--- src/rtl/xlt_pkg.sv ---
package xlt_pkg;
  localparam int PTE_VALID_BIT = 0;
  typedef enum logic {XS_IDLE, XS_FETCH} xlt_state_e;
endpackage

--- src/rtl/xlt_cam.sv ---
module xlt_cam #(
  parameter int N     = 8,
  parameter int TAG_W = 20,
  parameter int DAT_W = 20,
  parameter int IDX_W = 3
) (
  input  logic               clk,
  input  logic               rst_n,
  input  logic               flush,
  input  logic [TAG_W-1:0]   look_tag,
  input  logic               wr_en,
  input  logic [IDX_W-1:0]   wr_idx,
  input  logic [TAG_W-1:0]   wr_tag,
  input  logic [DAT_W-1:0]   wr_dat,
  output logic [N-1:0]       match_vec,
  output logic [N-1:0]       valid_vec,
  output logic [N*DAT_W-1:0] dat_flat
);
  for (genvar i = 0; i < N; i++) begin : g_slot
    logic             vld_r;
    logic [TAG_W-1:0] tag_r;
    logic [DAT_W-1:0] dat_r;
    logic             sel;

    assign sel = wr_en && (wr_idx == IDX_W'(i));

    always_ff @(posedge clk) begin
      if (!rst_n)     vld_r <= 1'b0;
      else if (flush) vld_r <= 1'b0;
      else if (sel)   vld_r <= 1'b1;
    end

    always_ff @(posedge clk) begin
      if (sel) begin
        tag_r <= wr_tag;
        dat_r <= wr_dat;
      end
    end

    assign match_vec[i]             = vld_r && (tag_r == look_tag);
    assign valid_vec[i]             = vld_r;
    assign dat_flat[i*DAT_W +: DAT_W] = dat_r;
  end
endmodule

--- src/rtl/xlt_ohmux.sv ---
module xlt_ohmux #(
  parameter int N = 8,
  parameter int W = 20
) (
  input  logic [N-1:0]   sel,
  input  logic [N*W-1:0] din_flat,
  output logic [W-1:0]   dout
);
  always_comb begin
    dout = '0;
    for (int i = 0; i < N; i++) begin
      dout = dout | (din_flat[i*W +: W] & {W{sel[i]}});
    end
  end
endmodule

--- src/rtl/xlt_victim.sv ---
module xlt_victim #(
  parameter int N     = 8,
  parameter int IDX_W = 3
) (
  input  logic             clk,
  input  logic             rst_n,
  input  logic             adv,
  output logic [IDX_W-1:0] idx
);
  localparam logic [IDX_W-1:0] LAST = IDX_W'(N - 1);

  always_ff @(posedge clk) begin
    if (!rst_n)   idx <= '0;
    else if (adv) idx <= (idx == LAST) ? '0 : idx + 1'b1;
  end
endmodule

--- src/rtl/vpn_xlate.sv ---
module vpn_xlate
  import xlt_pkg::*;
#(
  parameter int VA_W    = 32,
  parameter int PG_BITS = 12,
  parameter int PTE_W   = 32,
  parameter int AW      = 32,
  parameter int TLB_N   = 8
) (
  input  logic                 clk,
  input  logic                 rst_n,
  input  logic                 flush,
  input  logic                 req_valid,
  input  logic [VA_W-1:0]      req_vaddr,
  input  logic [AW-1:0]        pt_base,
  input  logic [VA_W-PG_BITS:0] pt_len,
  output logic                 mem_req,
  output logic [AW-1:0]        mem_addr,
  input  logic                 mem_ready,
  input  logic [PTE_W-1:0]     mem_rdata,
  output logic                 xl_done,
  output logic                 xl_fault,
  output logic [PTE_W-1:0]     xl_paddr
);
  localparam int VPN_W = VA_W - PG_BITS;
  localparam int PFN_W = PTE_W - PG_BITS;
  localparam int IDX_W = (TLB_N > 1) ? $clog2(TLB_N) : 1;

  // arithmetic kept in functions
  function automatic logic [AW-1:0] pte_addr_of(input logic [AW-1:0] base,
                                                input logic [VPN_W-1:0] vpn);
    logic [AW-1:0] ext;
    ext = '0;
    ext[VPN_W+1:2] = vpn;
    return base + ext;
  endfunction

  function automatic logic pte_ok(input logic [PTE_W-1:0] pte);
    return pte[PTE_VALID_BIT];
  endfunction

  function automatic logic [PFN_W-1:0] pte_pfn(input logic [PTE_W-1:0] pte);
    return pte[PTE_W-1:PG_BITS];
  endfunction

  function automatic logic [PTE_W-1:0] join_pa(input logic [PFN_W-1:0] pfn,
                                               input logic [PG_BITS-1:0] off);
    return {pfn, off};
  endfunction

  function automatic logic out_of_range(input logic [VPN_W-1:0] vpn,
                                        input logic [VPN_W:0] len);
    return {1'b0, vpn} >= len;
  endfunction

  xlt_state_e          state;
  logic [VPN_W-1:0]    vpn_q;
  logic [PG_BITS-1:0]  off_q;
  logic [AW-1:0]       addr_q;
  logic                done_q, fault_q;
  logic [PTE_W-1:0]    paddr_q;

  logic [VPN_W-1:0]    req_vpn;
  logic [PG_BITS-1:0]  req_off;
  logic [TLB_N-1:0]    match_vec, valid_vec;
  logic [TLB_N*PFN_W-1:0] pfn_flat;
  logic [PFN_W-1:0]    hit_pfn;
  logic [IDX_W-1:0]    victim_idx;

  // named internal events
  logic accept, bound_err, lookup_hit, lookup_miss, fill_done, install_en;

  assign req_vpn     = req_vaddr[VA_W-1:PG_BITS];
  assign req_off     = req_vaddr[PG_BITS-1:0];
  assign accept      = req_valid && (state == XS_IDLE);
  assign bound_err   = accept && out_of_range(req_vpn, pt_len);
  assign lookup_hit  = accept && !bound_err && !flush && (|match_vec);
  assign lookup_miss = accept && !bound_err && !lookup_hit;
  assign fill_done   = (state == XS_FETCH) && mem_ready;
  assign install_en  = fill_done && pte_ok(mem_rdata);

  xlt_cam #(.N(TLB_N), .TAG_W(VPN_W), .DAT_W(PFN_W), .IDX_W(IDX_W)) u_cam (
    .clk      (clk),
    .rst_n    (rst_n),
    .flush    (flush),
    .look_tag (req_vpn),
    .wr_en    (install_en),
    .wr_idx   (victim_idx),
    .wr_tag   (vpn_q),
    .wr_dat   (pte_pfn(mem_rdata)),
    .match_vec(match_vec),
    .valid_vec(valid_vec),
    .dat_flat (pfn_flat)
  );

  xlt_ohmux #(.N(TLB_N), .W(PFN_W)) u_mux (
    .sel     (match_vec),
    .din_flat(pfn_flat),
    .dout    (hit_pfn)
  );

  xlt_victim #(.N(TLB_N), .IDX_W(IDX_W)) u_victim (
    .clk  (clk),
    .rst_n(rst_n),
    .adv  (install_en),
    .idx  (victim_idx)
  );

  always_ff @(posedge clk) begin
    if (!rst_n) begin
      state   <= XS_IDLE;
      vpn_q   <= '0;
      off_q   <= '0;
      addr_q  <= '0;
      done_q  <= 1'b0;
      fault_q <= 1'b0;
      paddr_q <= '0;
    end else begin
      done_q  <= 1'b0;
      fault_q <= 1'b0;
      case (state)
        XS_IDLE: begin
          if (bound_err) begin
            fault_q <= 1'b1;
          end else if (lookup_hit) begin
            done_q  <= 1'b1;
            paddr_q <= join_pa(hit_pfn, req_off);
          end else if (lookup_miss) begin
            state  <= XS_FETCH;
            vpn_q  <= req_vpn;
            off_q  <= req_off;
            addr_q <= pte_addr_of(pt_base, req_vpn);
          end
        end
        XS_FETCH: begin
          if (fill_done) begin
            state <= XS_IDLE;
            if (pte_ok(mem_rdata)) begin
              done_q  <= 1'b1;
              paddr_q <= join_pa(pte_pfn(mem_rdata), off_q);
            end else begin
              fault_q <= 1'b1;
            end
          end
        end
        default: state <= XS_IDLE;
      endcase
    end
  end

  assign mem_req  = (state == XS_FETCH);
  assign mem_addr = addr_q;
  assign xl_done  = done_q;
  assign xl_fault = fault_q;
  assign xl_paddr = paddr_q;
endmodule

--- config.mk ---
export PLATFORM = sky130hd
export DESIGN_NAME = vpn_xlate
export DESIGN_NICKNAME = d
export VERILOG_FILES = /design/src/rtl/xlt_pkg.sv /design/src/rtl/xlt_cam.sv /design/src/rtl/xlt_ohmux.sv /design/src/rtl/xlt_victim.sv /design/src/rtl/vpn_xlate.sv
export SDC_FILE = /design/constraint.sdc
export NUM_CORES = 1
export LEC_CHECK = 0
export CAP_MARGIN = 40
export CELL_PAD_IN_SITES_DETAIL_PLACEMENT = 1
export CELL_PAD_IN_SITES_GLOBAL_PLACEMENT = 1
export CORE_MARGIN = 4
export CORE_UTILIZATION = 47
export CTS_CLUSTER_DIAMETER = 40
export CTS_CLUSTER_SIZE = 24
export DETAILED_ROUTE_END_ITERATION = 10
export GPL_TIMING_DRIVEN = 1
export PLACE_DENSITY = 0.85
export SLEW_MARGIN = 20
export SYNTH_ARGS = -nofsm -noshare
export SYNTH_HDL_FRONTEND = slang
export SYNTH_HIERARCHICAL = 1
export SYNTH_SLANG_ARGS = --single-unit
--- constraint.sdc ---
create_clock -name clk -period 5.35 [get_ports clk]
set_input_delay 1.07 -clock clk [delete_from_list [all_inputs] [get_ports clk]]
set_output_delay 1.07 -clock clk [all_outputs]
set_load 0.01 [all_outputs]
# ---- After elaboration in Yosys (flattened, before gate mapping)
# Cells that the tools add are included.
dict set report word_totals {
  ff_bits 430
  input_bits 122
  wordCells 125
}
dict set report classes {
  addsub 2
  eq_ne 19
  reduce_logical 32
  muxes 20
  bitwise 19
  n_lt_le_gt_ge 1
}
# op count
set op_table {}
lappend op_table {{AND 20 bit} 8}
lappend op_table {{equality test 20 bit} 8}
lappend op_table {{OR 20 bit} 7}
lappend op_table {{2-to-1 mux 32 bit} 4}
lappend op_table {{one-hot mux 32 bit (2 select lines)} 1}
lappend op_table {{adder 32 x 22 -> 32 bit} 1}
lappend op_table {{logical AND 1 bit} 24}
lappend op_table {{>= comparator 20 x 21 -> 1 bit} 1}
lappend op_table {{equality test 3 bit (second input constant)} 4}
lappend op_table {{2-to-1 mux 1 bit} 11}
lappend op_table {{AND reduction 4 bit} 2}
lappend op_table {{OR reduction 8 bit} 1}
lappend op_table {{equality test 3 x 2 -> 1 bit (second input constant)} 2}
lappend op_table {{inequality test 2 bit (second input constant)} 3}
lappend op_table {{one-hot mux 1 bit (2 select lines)} 3}
lappend op_table {{NOT 1 bit} 4}
lappend op_table {{adder 3 x 1 -> 3 bit (second input constant)} 1}
lappend op_table {{equality test 3 x 1 -> 1 bit (second input constant)} 1}
lappend op_table {{logical NOT 1 bit} 3}
lappend op_table {{logical NOT 3 bit} 1}
lappend op_table {{2-to-1 mux 3 bit} 1}
lappend op_table {{inequality test 2 x 1 -> 1 bit (second input constant)} 1}
lappend op_table {{OR reduction 2 bit} 1}

# ---- Depth between registers and ports, before layout
# Gate-level depths: netlist (run 1).
dict set report logic_depth {
  ltp_word 13
  depth_mapped 12
  ltp_nobuf 11
}

# ---- Hierarchy
# The synthesis (run 1) kept the hierarchy.
# mod cells_per_inst area_each_um2 instances
set modules_own_cells {}
lappend modules_own_cells {xlt_cam 603 11920.2 1}
lappend modules_own_cells {vpn_xlate 663 5734.2 1}
lappend modules_own_cells {xlt_ohmux 116 835.8 1}
lappend modules_own_cells {xlt_victim 13 147.6 1}

# ---- Least setup slack after synthesis (run 1)
# OpenSTA, ideal clock, no wires.
dict set report synth_timing {
  kind {input port to flip-flop}
  startpoint {input mem_rdata[0]}
  endpoint {register u_cam.g_slot[2].dat_r[0] (enable)}
  arrival_time_ns 4.290
  required_ns 4.861
  n_path_buf 0
  path_slack_ns 0.570
  path_stages 3
  cell_sequence {and3_1 nand2_1 nor3_1}
}
dict set report synth_between {
  elab_chain_cells 2
}
# element line
set synth_lines {}
lappend synth_lines {{start: declaration} vpn_xlate.sv:20} ;# input logic [PTE_W-1:0] mem_rdata,
lappend synth_lines {{logical AND 1 bit} vpn_xlate.sv:80} ;# assign install_en = fill_done && pte_ok(mem_rdata);
lappend synth_lines {{logical AND 1 bit} xlt_cam.sv:25} ;# assign sel = wr_en && (wr_idx == IDX_W'(i));
lappend synth_lines {{via u_cam.g_slot[2].sel} xlt_cam.sv:23} ;# logic sel;
lappend synth_lines {{end signal: assignment} xlt_cam.sv:36} ;# dat_r <= wr_dat;
lappend synth_lines {{end: declaration} xlt_cam.sv:22} ;# logic [DAT_W-1:0] dat_r;
# The timed path passes the listed nets, and every way through them passes these cells.
# A chain may end at the register's enable or synchronous reset.

# ---- Final worst setup path (run 1)
dict set report layout_timing {
  startpoint {input req_vaddr[20]}
  endpoint {register paddr_q[12] (netlist: xl_paddr[12])}
}
dict set report layout_between {
  elab_chain_cells 13
}
# element line
set layout_lines {}
lappend layout_lines {{start: declaration} vpn_xlate.sv:14} ;# input logic [VA_W-1:0] req_vaddr,
lappend layout_lines {{equality test 20 bit} xlt_cam.sv:40} ;# assign match_vec[i] = vld_r && (tag_r == look_tag);
lappend layout_lines {{logical AND 1 bit} xlt_cam.sv:40}
lappend layout_lines {{AND 20 bit} xlt_ohmux.sv:12} ;# dout = dout | (din_flat[i*W +: W] & {W{sel[i]}});
lappend layout_lines {{OR 20 bit (7 in series)} xlt_ohmux.sv:12}
lappend layout_lines {{2-to-1 mux 32 bit} vpn_xlate.sv:125} ;# end else if (lookup_hit) begin
lappend layout_lines {{2-to-1 mux 32 bit} vpn_xlate.sv:123} ;# if (bound_err) begin
lappend layout_lines {{one-hot mux 32 bit (2 select lines)} vpn_xlate.sv:121} ;# case (state)
lappend layout_lines {{end signal: assignment} vpn_xlate.sv:127} ;# paddr_q <= join_pa(hit_pfn, req_off);
lappend layout_lines {{end signal: assignment} vpn_xlate.sv:140} ;# paddr_q <= join_pa(pte_pfn(mem_rdata), off_q);
lappend layout_lines {{end: declaration} vpn_xlate.sv:61} ;# logic [PTE_W-1:0] paddr_q;
# Several ways; a longest one is shown, not always the timed one. The select of a mux whose other input is x is not followed.

==> metrics, run 1 <==
Comb power frac=~8.3%; Worst Setup EP=xl_paddr[12]; chain of cells forming the critical path=clkdlybuf4s50_1 > ha_1 > o21ai_0 > o21ai_0 > o211ai_1 > a31oi_1 > a211oi_2 > a21oi_4 > buf_12 > mux2i_1 > nor2b_1; Hold Path Stages=2; status=completed; R2R setup slack=around 2.2 ns; H-tree Lvls=2; Syn Area/Cell=13.4 um^2; Worst Setup End Kind=register; die width=207 um; total power draw=8.34 mW; Worst path max stage delay=0.74 ns; pwr dens=361 mW/mm^2; static leakage=8.24 nW; Syn. warnings=6; Hold Crit Class=register to register; post-CTS setup buffer count=0; fin nets=1,767; DP Worst Slack=0.848 ns; cts repair resizes=0; worst r2r src=mem_req; Reg area=0.0118 mm^2; Max Fanout on Critical Path=33; Port Buffers=~180; post-route setup TNS=0 ns; initial antenna violation count=1; Residual DRC=0; grt ovf=0; CTS tree=done; vias in the first global route=14,300; clock skew=0.0463 ns; dpl cells=2,060; register share of total power=approximately 44%; Rows=72; Clock transition at path regs=0.06 ns; total core area=roughly 0.039 mm^2; WL/cell=27.6 um; num ports=around 190; peak supply drop=approximately 0.00037 V; most used cell, CP=o21ai_0; Max Cap Viol=0; largest net degree at the start of global routing=43; Slew Limit Fails=0; multi-input combinational cell area=~0.0064 mm^2; initial core utilization=47.8%; RSZ-0062 raised after global routing=no; Int Pwr=6.28 mW; Worst Max-Slew Pin Slew=0.748 ns; worst-case clock buffer depth=3; relative slew slack=50.2%; final setup vio count=0; clock root cell=clkbuf_16; WP data required=5.85 ns; Non-Filler Instances=2,172; Layout fillers=3,736; Reg-to-Reg End=u_cam/g_slot[7].dat_r[8]; Post-DRT Antenna Nets=0; Vias/cell=6.00; Critical Path AT=4.55 ns; hpwl dp=35.9 mm; worst setup path category=input port to register; slowest stage cell, crit path=clkdlybuf4s50_1; Worst-Skew Late Latency=0.63 ns; DR pass1 iterations=5; Total GRT Usage=28.0%; via count=about 13,000; Synth Cell Area=0.0186 mm^2; first-pass GRT wire length=89.5 mm; Mapped Cells=1,387; switching power=2.06 mW; cells on worst reg2reg path=4; Period Utilization, post-route=75.7%; Sw Share=24.7%; hold_sp=off_q[3]; Crit. Startpoint=req_vaddr[20]; Clk network pwr share=47.3%; final RePlAce weighted congestion=0.857; ratio of cells with drive above 1 in the final layout=between 10% and 20%; Die Span Y=207 um; Fin. Hold Viols=0; post-route setup slack=1.30 ns; Routed WL=60.0 mm; cts bufs inserted=58; clock sink count=430; synthesized net count=1,552; hold-fix buffer count after cts=0; Die ar.=approximately 0.043 mm^2; Core Util, Final=59.5%; DR iter-0 viols=1,136; crit start category=input port; Max Fclk=247 MHz; Layout area overhead=24.4%; fin crit period=between 4 and 5 ns
[final cells by class]
class	instances	share of cell area, %
diodes	3	0.0325
clock inverters	39	1.84
well taps	518	2.81
inverters	28	0.455
flip-flops and latches	430	51.1
multi-input cells	858	27.5
clock buffers	70	6.65
repair buffers	226	9.55
[flip-flops by register name, indices dropped and copies added, names as in the netlist, 3 cells and up]
register	cells
u_cam/g_slot.dat_r	160
u_cam/g_slot.tag_r	160
mem_addr	32
xl_paddr	32
vpn_q	20
off_q	12
u_cam/g_slot.vld_r	8
u_victim/idx	3
[power groups by stage]
stage | registers [mW] | logic (mW) | clock network, mW
2_1_floorplan | 3.75 | 0.361 | 0
3_5_place_dp | 3.77 | 0.667 | 0
4_1_cts | 3.70 | 0.688 | 3.99
6_report | 3.71 | 0.691 | 3.94
3_3_place_gp | 3.77 | 0.627 | 0
5_1_grt | 3.71 | 0.744 | 4.14
[through the flow]
step | hold WS, ns | cell area [um^2]
after detailed placement | 0.445 | 21100
after global placement | 0.437 | 21100
after CTS | 0.453 | 23100
after global routing | 0.473 | 23100
final | 0.450 | 23100
after floorplan | 0.432 | 18600
[cells in the final DEF, fill, tap and decap left out, types with 28 or more instances in the layout]
cell type	n
inv_1	28
a21boi_1	52
mux2i_1	33
mux2_2	32
nand4_1	49
buf_4	44
xnor2_1	107
dfxtp_1	109
xor2_1	68
nand2_1	120
edfxtp_1	320
nor2b_1	38
clkbuf_16	58
a22oi_1	80
ha_1	42
nor2_1	28
clkdlybuf4s50_1	176
[critical path, delay by kind of cell]
family,cells,cell delay [ns]
buffers and inverters,2,1.03
adders and majority gates,1,0.52
muxes,1,0.31
AOI/OAI and AO/OA,6,1.48
and+or+nand+nor,1,0.11
[worst min-delay path by stage]
stage                endpoint
finish               off_q[3]
global route         off_q[3]
CTS                 off_q[10]
detailed placement  off_q[10]
global placement     off_q[1]
floorplan            off_q[0]
[metal layers]
layer | vias up | share of wire (%) | global-route usage [%]
met5 | - | 0 | 0
met4 | 0 | 4.0 | 11.9
met3 | 163 | 8.3 | 5.72
met2 | 725 | 50 | 48.0
met1 | 6551 | 38 | 34.7
li1 | 5589 | - | -
No activity file was read; power rests on OpenSTA's default activity.
==> run 2, diff against run 1 <==
CORE_UTILIZATION = 42   (was 47)
PLACE_DENSITY = 0.8   (was 0.85)
clock period = 3.36 ns   (was 5.35 ns; I/O delays follow)
==> run 2 against run 1 <==
  * Die area increased by 11%
  * Critical endpoint is now vpn_q[12]
  * Final cell count rose by 7.2%
  * Worst setup slack got worse by 1.2 ns
  * Hold slack improved by 0.0047 ns
  * Clock power rose by 53%
  * Largest power group unchanged
  * Power is 58% higher
==> metrics, run 2 (synthesis results as in run 1) <==
status=completed; Total GRT Usage=24.3% (-3.7 points); die width=218 um (+5.6%); Max Fclk=305 MHz; fin nets=1,860 (+5.3%); Crit. Startpoint=req_vaddr[31]; Worst Max-Slew Pin Slew=0.639 ns (-0.109 ns); Vias/cell=5.59 (-6.8%); worst setup path category=input port to register; commonest non-fill, non-tap cell in the layout=edfxtp_1; Worst Setup EP=vpn_q[12]; Die ar.=0.0477 mm^2 (+11%); worst-case clock buffer depth=3 (unchanged); RSZ-0062 raised after global routing=no; via count=13,000 (-0.054%); CTS tree=done; Worst-Skew Late Latency=0.64 ns (about the same); Port Buffers=177 (unchanged); total core area=0.0434 mm^2 (+12%); cts bufs inserted=55 (-5.2%); DR iter-0 viols=1,178 (+3.7%); Hold Crit Class=register to register; pwr dens=545 mW/mm^2 (+51%); largest net degree at the start of global routing=53 (+23%); clock sink count=430 (unchanged); relative slew slack=57.4% (+7.2 points); Residual DRC=0 (unchanged); Core Util, Final=55.6% (-3.9 points); WP data required=3.88 ns (-1.97 ns); num ports=189 (unchanged); Routed WL=58.6 mm (-2.4%); initial core utilization=42.8% (-5.0 points); Critical Path AT=3.80 ns (-0.75 ns); post-route setup slack=0.0794 ns (-1.22 ns); static leakage=8.77 nW (+6.3%); R2R setup slack=0.39 ns (-1.85 ns); Post-DRT Antenna Nets=0 (unchanged); Period Utilization, post-route=97.6%; leading registers by flop count=u_cam/g_slot.dat_r: 160 flops, u_cam/g_slot.tag_r: 160 flops; ratio of cells with drive above 1 in the final layout=18.0% (+5.5 points); Slew Limit Fails=0 (unchanged); peak supply drop=0.000403 V (+8.2%); cells on worst reg2reg path=11 (+7); vias in the first global route=14,300 (-0.43%); clock root cell=clkbuf_16; Layout area overhead=29.8%; first-pass GRT wire length=87.7 mm (-2.0%); grt ovf=0 (unchanged); final RePlAce weighted congestion=0.853 (-0.55%); WL/cell=25.2 um (-9.0%); H-tree Lvls=2 (unchanged); Max Fanout on Critical Path=16 (-52%); initial antenna violation count=2 (+1); Die Span Y=218 um (+5.6%); DP Worst Slack=-0.667 ns (-1.51 ns); Worst Setup End Kind=register; final setup vio count=0 (unchanged); Rows=76 (+5.6%); total power draw=13.2 mW (+58%); most frequent cells in the layout=edfxtp_1, clkdlybuf4s50_1, buf_4; clock skew=0.0492 ns (+0.00289 ns); Max Cap Viol=0 (unchanged); Clock transition at path regs=0.06 ns (about the same); DR pass1 iterations=7 (+2); fin crit period=3.28 ns; Reg-to-Reg End=vpn_q[12]; hpwl dp=36.5 mm (+1.5%); crit start category=input port; Fin. Hold Viols=0 (unchanged); worst r2r src=u_cam/g_slot[1].tag_r[15]; post-route setup TNS=0 ns (unchanged)
==> run 2: changes by cell type in the layout (fill, tap and decap cells not counted), sizes merged, moves of 2 or more <==
| cell | before | now |
|---|---|---|
| buf | 50 | 145 |
| clkbuf | 70 | 61 |
| inv | 42 | 48 |
| bufinv | 5 | 2 |
| clkdlybuf4s50 | 176 | 173 |
| diode | 3 | 1 |
| dlymetal6s2s | 0 | 2 |
==> run 2: routing by layer <==
layer  track usage, %  part of all wire (%)  routed length (um)  up-vias
met1             29.9                    39               22900     6579
met5                0                 0.022                  13        -
met4             9.50                   3.7                2170        2
li1                 -                     -                   -     5765
met2             41.9                    50               29300      544
met3             5.41                   7.0                4110      131
==> run 2: final cells by class <==
type                            count  area, um^2
Fill cell                        4363       19200
Sequential cell                   430       11800
Multi-Input combinational cell    858        6420
Timing Repair Buffer              322        3140
Clock buffer                       60        1420
Tap cell                          585         732
Clock inverter                     44         489
Inverter                           28         105
Antenna cell                        1        2.50
==> run 2: worst max-delay path, stage by stage <==
cell and delay, ns:
clkdlybuf4s50_1 0.57, xor2_1 0.25, nor4_2 0.35, buf_4 0.17
nand3_1 0.19, nor4_4 0.39, nor4_1 0.12, a21oi_1 0.19
buf_4 0.20, nand2b_4 0.21, buf_12 0.18, nand2_1 0.09
a21boi_1 0.19
==> run 2: timing repair <==
| action | in CTS | in global routing |
|---|---|---|
| setup buffers | 5 | 0 |
| hold buffers | 0 | 0 |
| gates resized for setup | 6 | 8 |
| pin swaps | 2 | 2 |
| endpoints found under the setup margin | 70 | 60 |
| gates cloned | 0 | 1 |
| hold endpoints to repair | 0 | 0 |
==> run 2: how the worst min path moves through the flow <==
stage | startpoint | to | slack, ns | cells past startpoint
detailed placement | off_q[5] | off_q[5] | 0.45 | 2
CTS | off_q[5] | off_q[5] | 0.46 | 2
global route | mem_addr[19] | mem_addr[19] | 0.48 | 2
floorplan | off_q[0] | off_q[0] | 0.43 | 2
finish | off_q[5] | off_q[5] | 0.45 | 2
global placement | off_q[7] | off_q[7] | 0.44 | 2
==> run 2: where the power goes <==
group	internal (mW)	total, mW	switching (mW)
combinational	0.619	1.25	0.635
clock	3.36	6.01	2.65
sequential	5.79	5.89	0.0995
==> run 2: per-stage QoR <==
stage	hold WS, ns	std cells	cell area [um^2]
floorplan	0.432	1387	18600
global placement	0.438	2217	22100
detailed placement	0.449	2217	22100
CTS	0.458	2326	24100
global route	0.479	2328	24100
finish	0.455	2328	24100
